**config.mk**
```make
export PLATFORM = sky130hd
export DESIGN_NAME = pbk_ctrl
export DESIGN_NICKNAME = d
export VERILOG_FILES = /design/src/rtl/pbk_pkg.sv /design/src/rtl/pbk_decode.sv /design/src/rtl/pbk_regs.sv /design/src/rtl/pbk_sync_detect.sv /design/src/rtl/pbk_irq.sv /design/src/rtl/pbk_ctrl.sv
export SDC_FILE = /design/constraint.sdc
export NUM_CORES = 1
export LEC_CHECK = 0
export BUFFER_PORTS_ARGS = -buffer_cell sky130_fd_sc_hd__buf_2
export CELL_PAD_IN_SITES_DETAIL_PLACEMENT = 0
export CELL_PAD_IN_SITES_GLOBAL_PLACEMENT = 1
export CORE_AREA = 2 2 165 183
export CTS_BUF_LIST = sky130_fd_sc_hd__clkbuf_4
export DETAILED_ROUTE_END_ITERATION = 16
export DIE_AREA = 0 0 167 185
export GPL_TIMING_DRIVEN = 0
export PLACE_DENSITY_LB_ADDON = 0.12
export SYNTH_ARGS = -nofsm -noshare
export SYNTH_HDL_FRONTEND = slang
export SYNTH_HIERARCHICAL = 1
export SYNTH_SLANG_ARGS = --single-unit
```
**constraint.sdc**
```tcl
create_clock -name clk -period 1.7 [get_ports clk]
set_input_delay 0.17 -clock clk [delete_from_list [all_inputs] [get_ports clk]]
set_output_delay 0.17 -clock clk [all_outputs]
set_load 0.03 [all_outputs]
```
**src/rtl/pbk_pkg.sv**
```systemverilog
package pbk_pkg;

  // byte offsets of the register window
  localparam int OFS_DIR  = 'h00;
  localparam int OFS_LSEL = 'h04;
  localparam int OFS_LPOL = 'h08;
  localparam int OFS_RISE = 'h0C;
  localparam int OFS_FALL = 'h10;
  localparam int OFS_DIN  = 'h14;
  localparam int OFS_SET  = 'h18;
  localparam int OFS_CLR  = 'h1C;
  localparam int OFS_OUT  = 'h20;
  localparam int OFS_MASK = 'h28;
  localparam int OFS_EN   = 'h2C;
  localparam int OFS_STAT = 'h30;
  localparam int OFS_ICLR = 'h34;

  typedef struct packed {
    logic dir;
    logic lsel;
    logic lpol;
    logic rise;
    logic fall;
    logic set;
    logic clr;
    logic out;
    logic mask;
    logic en;
    logic iclr;
  } wstb_t;

  typedef enum logic [3:0] {
    SEL_NONE,
    SEL_DIR,
    SEL_LSEL,
    SEL_LPOL,
    SEL_RISE,
    SEL_FALL,
    SEL_DIN,
    SEL_OUT,
    SEL_MASK,
    SEL_EN,
    SEL_STAT
  } rsel_t;

endpackage

```
**src/rtl/pbk_decode.sv**
```systemverilog
module pbk_decode
  import pbk_pkg::*;
#(
  parameter int ADDR_W = 6
) (
  input  logic [ADDR_W-1:0] addr,
  input  logic              wr_en,
  output wstb_t             stb,
  output rsel_t             rsel
);

  always_comb begin
    stb  = '0;
    rsel = SEL_NONE;
    case (addr)
      ADDR_W'(OFS_DIR):  begin stb.dir  = wr_en; rsel = SEL_DIR;  end
      ADDR_W'(OFS_LSEL): begin stb.lsel = wr_en; rsel = SEL_LSEL; end
      ADDR_W'(OFS_LPOL): begin stb.lpol = wr_en; rsel = SEL_LPOL; end
      ADDR_W'(OFS_RISE): begin stb.rise = wr_en; rsel = SEL_RISE; end
      ADDR_W'(OFS_FALL): begin stb.fall = wr_en; rsel = SEL_FALL; end
      ADDR_W'(OFS_DIN):  begin rsel = SEL_DIN; end
      ADDR_W'(OFS_SET):  begin stb.set  = wr_en; end
      ADDR_W'(OFS_CLR):  begin stb.clr  = wr_en; end
      ADDR_W'(OFS_OUT):  begin stb.out  = wr_en; rsel = SEL_OUT;  end
      ADDR_W'(OFS_MASK): begin stb.mask = wr_en; rsel = SEL_MASK; end
      ADDR_W'(OFS_EN):   begin stb.en   = wr_en; rsel = SEL_EN;   end
      ADDR_W'(OFS_STAT): begin rsel = SEL_STAT; end
      ADDR_W'(OFS_ICLR): begin stb.iclr = wr_en; end
      default:           begin rsel = SEL_NONE; end
    endcase
  end

endmodule

```
**src/rtl/pbk_regs.sv**
```systemverilog
module pbk_regs
  import pbk_pkg::*;
#(
  parameter int N = 16
) (
  input  logic         clk,
  input  logic         rst_n,
  input  wstb_t        stb,
  input  logic [N-1:0] wdata,
  output logic [N-1:0] dir_q,
  output logic [N-1:0] lsel_q,
  output logic [N-1:0] lpol_q,
  output logic [N-1:0] rise_q,
  output logic [N-1:0] fall_q,
  output logic [N-1:0] out_q,
  output logic [N-1:0] mask_q,
  output logic [N-1:0] en_q
);

  always_ff @(posedge clk or negedge rst_n) begin
    if (!rst_n) begin
      dir_q  <= '0;
      lsel_q <= '0;
      lpol_q <= '0;
      rise_q <= '0;
      fall_q <= '0;
      mask_q <= '1;
      en_q   <= '0;
    end else begin
      if (stb.dir)  dir_q  <= wdata;
      if (stb.lsel) lsel_q <= wdata;
      if (stb.lpol) lpol_q <= wdata;
      if (stb.rise) rise_q <= wdata;
      if (stb.fall) fall_q <= wdata;
      if (stb.mask) mask_q <= wdata;
      if (stb.en)   en_q   <= wdata;
    end
  end

  // output data: plain write, or atomic set / clear of selected bits
  always_ff @(posedge clk or negedge rst_n) begin
    if (!rst_n) begin
      out_q <= '0;
    end else if (stb.out) begin
      out_q <= wdata;
    end else if (stb.set) begin
      out_q <= out_q | wdata;
    end else if (stb.clr) begin
      out_q <= out_q & ~wdata;
    end
  end

endmodule

```
**src/rtl/pbk_sync_detect.sv**
```systemverilog
module pbk_sync_detect #(
  parameter int N      = 16,
  parameter int STAGES = 2
) (
  input  logic         clk,
  input  logic         rst_n,
  input  logic [N-1:0] pin_in,
  output logic [N-1:0] level,
  output logic [N-1:0] rise,
  output logic [N-1:0] fall
);

  localparam int LAST = STAGES - 1;

  logic [N-1:0] chain_q [STAGES];
  logic [N-1:0] prev_q;

  always_ff @(posedge clk or negedge rst_n) begin
    if (!rst_n) begin
      for (int i = 0; i < STAGES; i++) chain_q[i] <= '0;
      prev_q <= '0;
    end else begin
      chain_q[0] <= pin_in;
      for (int i = 1; i < STAGES; i++) chain_q[i] <= chain_q[i-1];
      prev_q <= chain_q[LAST];
    end
  end

  assign level = chain_q[LAST];
  assign rise  = chain_q[LAST] & ~prev_q;
  assign fall  = ~chain_q[LAST] & prev_q;

endmodule

```
**src/rtl/pbk_irq.sv**
```systemverilog
module pbk_irq #(
  parameter int N = 16
) (
  input  logic         clk,
  input  logic         rst_n,
  input  logic [N-1:0] level,
  input  logic [N-1:0] rise,
  input  logic [N-1:0] fall,
  input  logic [N-1:0] lsel,
  input  logic [N-1:0] lpol,
  input  logic [N-1:0] rise_en,
  input  logic [N-1:0] fall_en,
  input  logic [N-1:0] mask,
  input  logic [N-1:0] en,
  input  logic         clr_we,
  input  logic [N-1:0] clr_data,
  output logic [N-1:0] pend,
  output logic [N-1:0] masked,
  output logic         irq
);

  for (genvar g = 0; g < N; g++) begin : g_pin
    logic bit_q;
    logic event_d;
    logic active_d;
    logic clear_d;

    assign event_d  = (rise[g] & rise_en[g]) | (fall[g] & fall_en[g]);
    assign active_d = lpol[g] ? level[g] : ~level[g];
    assign clear_d  = clr_we & clr_data[g];

    always_ff @(posedge clk or negedge rst_n) begin
      if (!rst_n) begin
        bit_q <= 1'b0;
      end else if (lsel[g]) begin
        bit_q <= active_d;
      end else begin
        // a fresh event outranks a clear in the same cycle
        bit_q <= event_d | (bit_q & ~clear_d);
      end
    end

    assign pend[g] = bit_q;
  end

  assign masked = pend & ~mask & en;
  assign irq    = |masked;

endmodule

```
**src/rtl/pbk_ctrl.sv**
```systemverilog
module pbk_ctrl
  import pbk_pkg::*;
#(
  parameter int N      = 16,
  parameter int ADDR_W = 6,
  parameter int STAGES = 2
) (
  input  logic              clk,
  input  logic              rst_n,
  input  logic [ADDR_W-1:0] bus_addr,
  input  logic              bus_wr_en,
  input  logic [N-1:0]      bus_wdata,
  input  logic              bus_rd_en,
  output logic [N-1:0]      bus_rdata,
  input  logic [N-1:0]      pin_in,
  output logic [N-1:0]      pin_out,
  output logic [N-1:0]      pin_oe,
  output logic              irq_out
);

  wstb_t        stb;
  rsel_t        rsel;
  logic [N-1:0] dir_q, lsel_q, lpol_q, rise_q, fall_q, out_q, mask_q, en_q;
  logic [N-1:0] level, rise, fall;
  logic [N-1:0] pend_q, masked;
  logic [N-1:0] rd_mux;

  pbk_decode #(.ADDR_W(ADDR_W)) u_decode (
    .addr  (bus_addr),
    .wr_en (bus_wr_en),
    .stb   (stb),
    .rsel  (rsel)
  );

  pbk_regs #(.N(N)) u_regs (
    .clk    (clk),
    .rst_n  (rst_n),
    .stb    (stb),
    .wdata  (bus_wdata),
    .dir_q  (dir_q),
    .lsel_q (lsel_q),
    .lpol_q (lpol_q),
    .rise_q (rise_q),
    .fall_q (fall_q),
    .out_q  (out_q),
    .mask_q (mask_q),
    .en_q   (en_q)
  );

  pbk_sync_detect #(.N(N), .STAGES(STAGES)) u_sync (
    .clk    (clk),
    .rst_n  (rst_n),
    .pin_in (pin_in),
    .level  (level),
    .rise   (rise),
    .fall   (fall)
  );

  pbk_irq #(.N(N)) u_irq (
    .clk      (clk),
    .rst_n    (rst_n),
    .level    (level),
    .rise     (rise),
    .fall     (fall),
    .lsel     (lsel_q),
    .lpol     (lpol_q),
    .rise_en  (rise_q),
    .fall_en  (fall_q),
    .mask     (mask_q),
    .en       (en_q),
    .clr_we   (stb.iclr),
    .clr_data (bus_wdata),
    .pend     (pend_q),
    .masked   (masked),
    .irq      (irq_out)
  );

  always_comb begin
    case (rsel)
      SEL_DIR:  rd_mux = dir_q;
      SEL_LSEL: rd_mux = lsel_q;
      SEL_LPOL: rd_mux = lpol_q;
      SEL_RISE: rd_mux = rise_q;
      SEL_FALL: rd_mux = fall_q;
      SEL_DIN:  rd_mux = level;
      SEL_OUT:  rd_mux = out_q;
      SEL_MASK: rd_mux = mask_q;
      SEL_EN:   rd_mux = en_q;
      SEL_STAT: rd_mux = masked;
      default:  rd_mux = '0;
    endcase
  end

  always_ff @(posedge clk or negedge rst_n) begin
    if (!rst_n)         bus_rdata <= '0;
    else if (bus_rd_en) bus_rdata <= rd_mux;
  end

  assign pin_out = out_q;
  assign pin_oe  = dir_q;

endmodule

```
==> run metrics <==
outcome=finished, violations left; violated checks=setup timing; global-route wire length before repair=approximately 47000 microns; clk sinks=208; synthesized cell area=9900 sq um; Post-Synthesis Cells=795; worst r2r path cells=6; crit path from=u_regs/mask_q[3]; pre-CTS WS=-1030 ps; CTS tree=built; via/cell ratio=5.15; Non-Filler Instances=1419; Hold Vio Cnt, Final=0; CP Launch Type=flop; # rows=66; initial antenna violation count=1; largest net degree at the start of global routing=78; gpl congestion=around 0.76; Crit Path Category=reg2out; max_cap viols=0; R2R Path End=bus_rdata[2]; Seq. cell area=5230 sq um; IO Pins=91; setup slack after layout=-761 ps; met3 Resource Use GR=between 3 and 4%; Routed Antenna Nets=0; commonest non-fill, non-tap cells in the layout=192 x dfrtp_1, 116 x mux2_2, 101 x buf_2; fmax=0.406 GHz; Num CTS Buffers=between 50 and 60; RSZ-0062 raised after global routing=true; placed insts=1260; nets=1038; Critical Path AT=2290 ps; DRC viols=0; global route overflow=0; Worst Clk Skew=around 36 ps; TritonRoute pass-1 iters=7; DR iter-0 viols=443; Leak=5.63 nW; total track usage=20.7%; gr busiest metal=met2; Tightest Pin Transition=969 ps; core area=29200 sq um; fin crit share=145%; post-DP HPWL=20700 microns; die height=185 microns; CP Data Required Time=between 1500 and 2000 ps; Worst-path clk slew=around 60 ps; Synth Net Count=between 800 and 900; layout cell share with drive strength beyond 1=44.0%; Area Growth Syn to Fin=24.2%; worst setup path endpoint=irq_out; post-route minimum period=2460 ps; commonest non-fill, non-tap cell in the layout=dfrtp_1; via count=7304; endpoint class of the critical path=primary output; IR Drop Worst-Case VDD=about 0.00050 V; PD cells=about 1100 nW/um^2; Post-Route Utilization=a little over two fifths; met2 global-route usage=between 30% and 40%; input/output buffers=just under 90; power consumption=13.2 mW; maximum fanout along the worst path=3; routed wire length=31900 microns; GR met1 Demand/Resource=27.8%; Starting Density=33.9%; clock root buffer=clkbuf_4; drt wl/cell=22.5 microns; Slew Limit Fails=0; worst hold slack=12.1 ps; vias in the first global route=roughly 7400; Die ar.=30900 sq um; worst r2r src=u_regs/mask_q[2]; Fill cells=2831; setup violators final=2; die width=167 microns; mean post-synth cell area=12.4 sq um; CTS H-Tree Depth=2; Hold Crit Class=in2async; Max Root-Sink Buffers=3; flop2flop setup slack=100 ps; area occupied by multi-input gates=around 4200 sq um; synth warn=6; slew margin rel.=35.4%; worst skew pair latency=710 ps
-- power by group --
part | internal, mW | total (mW) | switching [mW]
Sequential | 5.68 | 6.27 | 0.587
Clock | 2.49 | 4.66 | 2.17
Combinational | 1.11 | 2.32 | 1.21
Total | 9.28 | 13.2 | 3.97
-- per-stage QoR --
stage | setup TNS (ps) | cell area, sq um
floorplan | -2090 | 9930
global placement | -708540 | 10800
detailed placement | -32400 | 10900
CTS | -805 | 12100
global route | -862 | 12300
finish | -764 | 12300
-- repair_timing --
| item | 4_1_cts | 5_1_grt |
|---|---|---|
| gates cloned | 0 | 2 |
| endpoints found under the setup margin | 10 | 16 |
| hold endpoints to repair | 293 | 0 |
| setup buffers | 4 | 9 |
| pin swaps | 3 | 8 |
| hold buffers | 35 | 0 |
| gates resized for setup | 13 | 27 |
-- flip-flops by register name (all words and copies together), names as in the netlist, named ones only --
name / count
bus_rdata: 16
u_irq/g_pin.bit_q: 16
u_regs/dir_q: 16
u_regs/en_q: 16
u_regs/fall_q: 16
u_regs/lpol_q: 16
u_regs/lsel_q: 16
u_regs/mask_q: 16
u_regs/rise_q: 16
u_sync/chain_q: 16
u_sync/level: 16
u_sync/prev_q: 16
-- worst min path at each step --
stage | to | slack (ps) | depth (start not counted)
after floorplan | bus_rdata[0] | -130 | 0
after global placement | u_sync/chain_q[22] | 280 | 1
after detailed placement | u_sync/chain_q[17] | 150 | 1
after CTS | u_regs/dir_q[7] | 2 | 2
after global routing | u_regs/dir_q[1] | 20 | 2
final | u_sync/chain_q[17] | 10 | 2
-- critical path, cell delays in order, from the launching register on --
cell      delay, ps
dfstp_2         550
nand3b_1        160
nand4_1         150
or4_4           570
buf_6           160
-- layout make-up --
cell class	instances	area share [%]
Antenna cell	1	0.0204
Buffer	65	4.44
Clock buffer	87	5.31
Clock inverter	21	0.906
Inverter	30	0.916
Multi-Input combinational cell	492	34.1
Sequential cell	208	42.5
Tap cell	374	3.81
Timing Repair Buffer	141	8.01
-- layer usage --
layer / vias to the layer above / routed length [microns]
met5: - / 0
met4: 0 / 606
met3: 46 / 1650
met2: 204 / 15500
met1: 3703 / 14200
li1: 3351 / -
Power figures use the tool's default switching activity.
